<file path="src/rtl/rdptr_pkg.sv">
package rdptr_pkg;

  typedef enum logic [1:0] {
    SQ_IDLE,
    SQ_CHK,
    SQ_SHIFT,
    SQ_LAT
  } seq_st_e;

  // Expected pin pattern on handshake edge pos (1-based)
  function automatic logic unlock_ok(int pos, logic oe_v, logic re_v);
    return (pos <= 2) ? (!oe_v && re_v) : (oe_v && !re_v);
  endfunction

  function automatic int unsigned block_base(int unsigned blk, int unsigned wpb);
    return blk * wpb;
  endfunction

  function automatic logic blk_valid(int unsigned blk, int unsigned nblk);
    return blk < nblk;
  endfunction

  function automatic int unsigned next_word(int unsigned p, int unsigned depth);
    return (p == depth - 1) ? 0 : p + 1;
  endfunction

endpackage

</file>
<file path="src/rtl/rdptr_strobe.sv">
module rdptr_strobe (
  input  logic clk,
  input  logic rst_n,
  input  logic rd_rst,
  input  logic re,
  input  logic busy,
  output logic start,
  output logic abort
);
  logic       rst_q;
  logic [1:0] quiet;
  logic       rise;

  assign rise  = rd_rst & ~rst_q;
  assign start = rise & ~busy & quiet[1];
  assign abort = rise & busy;

  always_ff @(posedge clk or negedge rst_n) begin
    if (!rst_n) begin
      rst_q <= 1'b0;
      quiet <= 2'd2;
    end else begin
      rst_q <= rd_rst;
      if (start)
        quiet <= 2'd0;
      else if (!rd_rst && re && !quiet[1])
        quiet <= quiet + 2'd1;
    end
  end
endmodule

</file>
<file path="src/rtl/rdptr_seq.sv">
module rdptr_seq
  import rdptr_pkg::*;
#(
  parameter int BLOCKS   = 6144,
  parameter int BLK_BITS = 13,
  parameter int LATENCY  = 55
) (
  input  logic                clk,
  input  logic                rst_n,
  input  logic                start,
  input  logic                abort,
  input  logic                oe,
  input  logic                re,
  output logic                busy,
  output logic                freeze,
  output logic                mute,
  output logic                load,
  output logic                bad,
  output logic [BLK_BITS-1:0] blk
);
  localparam int CNT_W = $clog2(BLK_BITS + 4);
  localparam int LAT_W = $clog2(LATENCY + 1);

  seq_st_e             st, nxt;
  logic [CNT_W-1:0]    cnt, nxt_cnt;
  logic [LAT_W-1:0]    lat, nxt_lat;
  logic [BLK_BITS-1:0] shreg, nxt_sh, cand;

  assign cand = {shreg[BLK_BITS-2:0], oe};

  always_comb begin
    nxt     = st;
    nxt_cnt = cnt;
    nxt_lat = lat;
    nxt_sh  = shreg;
    load    = 1'b0;
    bad     = 1'b0;
    case (st)
      SQ_IDLE:
        if (start && unlock_ok(1, oe, re)) begin
          nxt     = SQ_CHK;
          nxt_cnt = CNT_W'(1);
        end
      SQ_CHK:
        if (abort) nxt = SQ_IDLE;
        else if (unlock_ok(int'(32'(cnt)) + 1, oe, re)) begin
          if (cnt == CNT_W'(3)) begin
            nxt     = SQ_SHIFT;
            nxt_cnt = '0;
          end else nxt_cnt = cnt + 1'b1;
        end else nxt = SQ_IDLE;
      SQ_SHIFT:
        if (abort) nxt = SQ_IDLE;
        else begin
          nxt_sh = cand;
          if (cnt == CNT_W'(BLK_BITS - 1)) begin
            if (blk_valid(32'(cand), BLOCKS)) begin
              load    = 1'b1;
              nxt     = SQ_LAT;
              nxt_lat = '0;
            end else begin
              bad = 1'b1;
              nxt = SQ_IDLE;
            end
          end else nxt_cnt = cnt + 1'b1;
        end
      SQ_LAT:
        if (abort) nxt = SQ_IDLE;
        else if (lat == LAT_W'(LATENCY - 1)) nxt = SQ_IDLE;
        else nxt_lat = lat + 1'b1;
      default: nxt = SQ_IDLE;
    endcase
  end

  always_ff @(posedge clk or negedge rst_n) begin
    if (!rst_n) begin
      st    <= SQ_IDLE;
      cnt   <= '0;
      lat   <= '0;
      shreg <= '0;
    end else begin
      st    <= nxt;
      cnt   <= nxt_cnt;
      lat   <= nxt_lat;
      shreg <= nxt_sh;
    end
  end

  assign blk    = cand;
  assign busy   = (st != SQ_IDLE);
  assign freeze = (st == SQ_SHIFT) || (st == SQ_LAT);
  assign mute   = (nxt == SQ_SHIFT) || (nxt == SQ_LAT);
endmodule

</file>
<file path="src/rtl/rdptr_ptr.sv">
module rdptr_ptr
  import rdptr_pkg::*;
#(
  parameter int DEPTH = 245760,
  parameter int PTR_W = 18
) (
  input  logic             clk,
  input  logic             rst_n,
  input  logic             start,
  input  logic             abort,
  input  logic             load,
  input  logic [PTR_W-1:0] load_val,
  input  logic             freeze,
  input  logic             re,
  output logic [PTR_W-1:0] ptr
);
  always_ff @(posedge clk or negedge rst_n) begin
    if (!rst_n)      ptr <= '0;
    else if (start)  ptr <= '0;
    else if (abort)  ptr <= ptr;
    else if (load)   ptr <= load_val;
    else if (freeze) ptr <= ptr;
    else if (re)     ptr <= PTR_W'(next_word(32'(ptr), DEPTH));
  end
endmodule

</file>
<file path="src/rtl/rdptr_ctrl.sv">
module rdptr_ctrl
  import rdptr_pkg::*;
#(
  parameter int BLOCKS   = 6144,
  parameter int WPB      = 40,
  parameter int BLK_BITS = 13,
  parameter int LATENCY  = 55,
  localparam int DEPTH   = BLOCKS * WPB,
  localparam int PTR_W   = $clog2(DEPTH)
) (
  input  logic             clk,
  input  logic             rst_n,
  input  logic             rd_rst,
  input  logic             oe,
  input  logic             re,
  output logic [PTR_W-1:0] ptr,
  output logic             out_en,
  output logic             busy,
  output logic             err
);
  logic                rd_start, rd_abort;
  logic                seq_freeze, seq_mute, seq_load, seq_bad;
  logic [BLK_BITS-1:0] seq_blk;
  logic [PTR_W-1:0]    seq_base;

  assign seq_base = PTR_W'(block_base(32'(seq_blk), WPB));

  rdptr_strobe u_strobe (
    .clk(clk), .rst_n(rst_n), .rd_rst(rd_rst), .re(re), .busy(busy),
    .start(rd_start), .abort(rd_abort)
  );

  rdptr_seq #(.BLOCKS(BLOCKS), .BLK_BITS(BLK_BITS), .LATENCY(LATENCY)) u_seq (
    .clk(clk), .rst_n(rst_n), .start(rd_start), .abort(rd_abort),
    .oe(oe), .re(re), .busy(busy), .freeze(seq_freeze), .mute(seq_mute),
    .load(seq_load), .bad(seq_bad), .blk(seq_blk)
  );

  rdptr_ptr #(.DEPTH(DEPTH), .PTR_W(PTR_W)) u_ptr (
    .clk(clk), .rst_n(rst_n), .start(rd_start), .abort(rd_abort),
    .load(seq_load), .load_val(seq_base), .freeze(seq_freeze), .re(re),
    .ptr(ptr)
  );

  always_ff @(posedge clk or negedge rst_n) begin
    if (!rst_n) begin
      err    <= 1'b0;
      out_en <= 1'b0;
    end else begin
      out_en <= oe & ~seq_mute;
      if (rd_start) err <= 1'b0;
      else if (rd_abort || seq_bad) err <= 1'b1;
    end
  end
endmodule

</file>
<file path="config.mk">
export PLATFORM = sky130hd
export DESIGN_NAME = rdptr_ctrl
export DESIGN_NICKNAME = d
export VERILOG_FILES = /design/src/rtl/rdptr_pkg.sv /design/src/rtl/rdptr_strobe.sv /design/src/rtl/rdptr_seq.sv /design/src/rtl/rdptr_ptr.sv /design/src/rtl/rdptr_ctrl.sv
export SDC_FILE = /design/constraint.sdc
export NUM_CORES = 1
export LEC_CHECK = 0
export BUFFER_PORTS_ARGS = -buffer_cell sky130_fd_sc_hd__buf_2
export CAP_MARGIN = 20
export CORE_MARGIN = 2
export CORE_UTILIZATION = 50
export CTS_BUF_LIST = sky130_fd_sc_hd__clkbuf_16
export CTS_CLUSTER_SIZE = 8
export DETAILED_ROUTE_END_ITERATION = 10
export MAX_ROUTING_LAYER = met4
export PLACE_DENSITY = 0.68
export SLEW_MARGIN = 20
export SYNTH_ARGS = -nofsm -noshare
export SYNTH_HDL_FRONTEND = slang
export SYNTH_SLANG_ARGS = --single-unit
</file>
<file path="constraint.sdc">
create_clock -name clk -period 5.7 [get_ports clk]
set_clock_uncertainty 0.15 [all_clocks]
set_input_delay 0.285 -clock clk [delete_from_list [all_inputs] [get_ports clk]]
set_output_delay 0.285 -clock clk [all_outputs]
set_load 0.05 [all_outputs]
</file>
==> results.cfg <==
[run_status]
status = completed

[placement]
hpwl_um = 5790
place_area_mm2 = 0.00360
gp_congestion = 0.891
dp_slack_ns = 2.88
io_buffers = 25

[power_and_ir_drop]
power_frac_comb_pct = 36.1
p_sw_share_pct = 41.3
p_leak_nw = 1.75
p_switching_mw = 0.482
p_int_mw = 0.687
pwr-share-seq_pct = 39.4
p_per_area_mw_per_mm2 = 311
p_total_mw = 1.17
ir_worst_vdd_mv = 0.132
pwr-share-clk_pct = 24.5

[cells_and_area]
n_antenna_cell = 0
fin_area_mm2 = 0.00376
final_common_cell = dfrtp_1
areaGrowthSynthToFinish_pct = 10.6
layout-drive-gt1-share_pct = 13.4
fill_cells = 620
layout_common_cells = dfrtp_1, ha_1, nand2_1, nor2_1, a21oi_1
fin_nets = 446

[critical_path]
path_class = register to register
crit_arrival_ns = 2.76
crit_fanout = 16
end_kind = register
ff2ff_setup_slack_ns = 3.01
crit_path_start_kind = register
critPathRequiredTime_ns = 5.76

[global_route]
grt_pass1_vias = 2806
grt_start_max_net_pins = 49
grt.overflow.total = 0
grt_pass1_wl_um = 13400
antenna_found_initial = 0
grtUsageTotal_pct = 22.8

[detailed_routing]
via_per_inst = 6.11
drt_wl_total_um = 7950
drt-pass1-iter-count = 4
antenna_left = 0
remaining_drc_errors = 0
vias = 2990
wl_per_cell_um = 16.2
drtIter0Drc = 217

[clocking]
cts_resized = 0
clockBufferDepth = 2
cts_made_buffers = 5
clk_pin_slew_ns = 0.07
cts_tree = done
cts_max_level = 2
clkSinkCount = 48
clk_latency_ns = 0.28
cts-root-buf = clkbuf_16
postCtsSetupBuffers = 0

[floorplanning]
core-area_mm2 = 0.00668
die_h_um = 86.5
die_area_mm2 = 0.00748
rows = 30
die_x_um = 86.5
initial_core_util_pct = 50.9
ios = 26

[synthesis]
synthTopCellsByArea = dfrtp_1, ha_1, a21oi_1
ys_warn_count = 0
synth-seq-cells = 48
synth_top_area_share_pct = 34.6
synth_edf_count = 0
yosys.area.top_type = dfrtp_1
synthesis.area_mm2 = 0.00340
synth_cells = 380
synth.yosys.seq_area_share_pct = 35.3
synth_flop_cell = dfrtp_1
synth_cell_types = 59
ys_async_sr_fraction_pct = 100
syn-num-nets = 418
syn_area_per_cell_um2 = 8.95

[sta]
max_slew.worst_pin.slew_ns = 0.846
max_freq_ghz = 0.371
setup_ws_ns = 3.01
hold_viol_final = 0
slew_headroom_pct = 43.6
setup_viol = 0
drv_slew = 0
finalSetupTns_ns = 0
min_period_ns = 2.69
fin_hold_ws_ns = 0.0242
rsz0062_at_grt = no
finalCritPeriodShare_pct = 47.3

[worst_hold_path]
min_path_type = input port to register

[run]
cap_violations = 0
==> final timing paths <==
check                                         startpoint                       endpoint  cells past startpoint
max                                u_seq.st[1]$_DFF_PN0_       u_ptr.ptr[8]$_DFFE_PN0P_                      7
min                                               rd_rst       u_strobe.rst_q$_DFF_PN0_                      1
max reg2reg                        u_seq.st[1]$_DFF_PN0_       u_ptr.ptr[8]$_DFFE_PN0P_                      7
min reg2reg                u_strobe.quiet[0]$_DFFE_PN0P_  u_strobe.quiet[0]$_DFFE_PN0P_                      1
max in group asynchronous                          rst_n               out_en$_DFF_PN0_                      2
min in group asynchronous                          rst_n       u_ptr.ptr[4]$_DFFE_PN0P_                      2
==> registers in the layout, summed over array words and instances, names as in the netlist <==
signal          cells
err                 1
out_en              1
u_ptr.ptr          18
u_seq.cnt           5
u_seq.lat           6
u_seq.shreg        12
u_seq.st            2
u_strobe.quiet      2
u_strobe.rst_q      1
==> worst max-delay path, stage by stage (launching register included) <==
cell and delay [ns]:
dfrtp_1 0.42, inv_1 0.11, ha_1 0.31, o21ai_2 0.72, nor2_1 0.34, nor4_1 0.35, a31oi_1 0.08, o21ai_1 0.14
==> cells by family (layout without fill, tap and decap cells) <==
logic type	count (synthesis)	in the layout	share of synthesized area [%]
AO/OA/AOI/OAI	120	120	22.2
XOR/XNOR	13	13	3.35
adder cells (fa/ha/maj)	33	33	12.4
buffers and inverters	25	54	2.91
flip-flops	48	48	35.3
multiplexers	12	12	3.94
AND/OR/NAND/NOR	129	129	19.9
==> through the flow <==
stage	std cells	util, %
finish	489	56.3
global route	489	56.3
CTS	488	56.0
detailed placement	480	53.9
global placement	480	53.9
floorplan	380	-
==> cells in the mapped netlist, types with 3 or more instances <==
cell type,count
a31oi_1,7
a21oi_1,28
and3_1,5
xor2_1,4
nand4_1,11
o22ai_1,7
mux2_2,11
inv_1,20
dfrtp_1,47
o221ai_1,6
ha_1,32
o21ai_1,12
buf_2,4
xnor2_1,9
nor2_1,28
o21ai_0,25
nor3_1,9
nand3_1,15
o211ai_1,3
a21o_1,8
nor2b_1,5
nand2b_1,6
a211oi_1,3
nand2_1,29
or3_1,3
==> power by group through the flow <==
stage	Clock, mW	Combinational (mW)	Sequential, mW
6_report	0.287	0.422	0.461
5_1_grt	0.308	0.472	0.472
4_1_cts	0.294	0.418	0.460
3_5_place_dp	0	0.415	0.466
3_3_place_gp	0	0.411	0.465
2_1_floorplan	0	0.248	0.528
==> area by class of cell <==
cell class                      count  area [um^2]  share of cell area (%)
Multi-Input combinational cell    307         2110                    56.0
Sequential cell                    48         1200                    32.0
Timing Repair Buffer               26          138                    3.66
Clock buffer                        5          125                    3.33
Tap cell                           80          100                    2.66
Inverter                           20         75.1                    2.00
Clock inverter                      3         15.0                   0.399
==> layer usage <==
layer  wire, um  up-vias  global-route usage, %
met4        140        0                   6.68
met5          0        -                      -
met3        381       10                   3.14
met1       3890     1430                   32.2
li1           -     1471                      -
met2       3540       79                   34.3
==> timing repair <==
item	CTS	global route
hold endpoints to repair	0	47
setup endpoints to repair	0	0
hold buffers	0	1
Power figures use the tool's default switching activity.
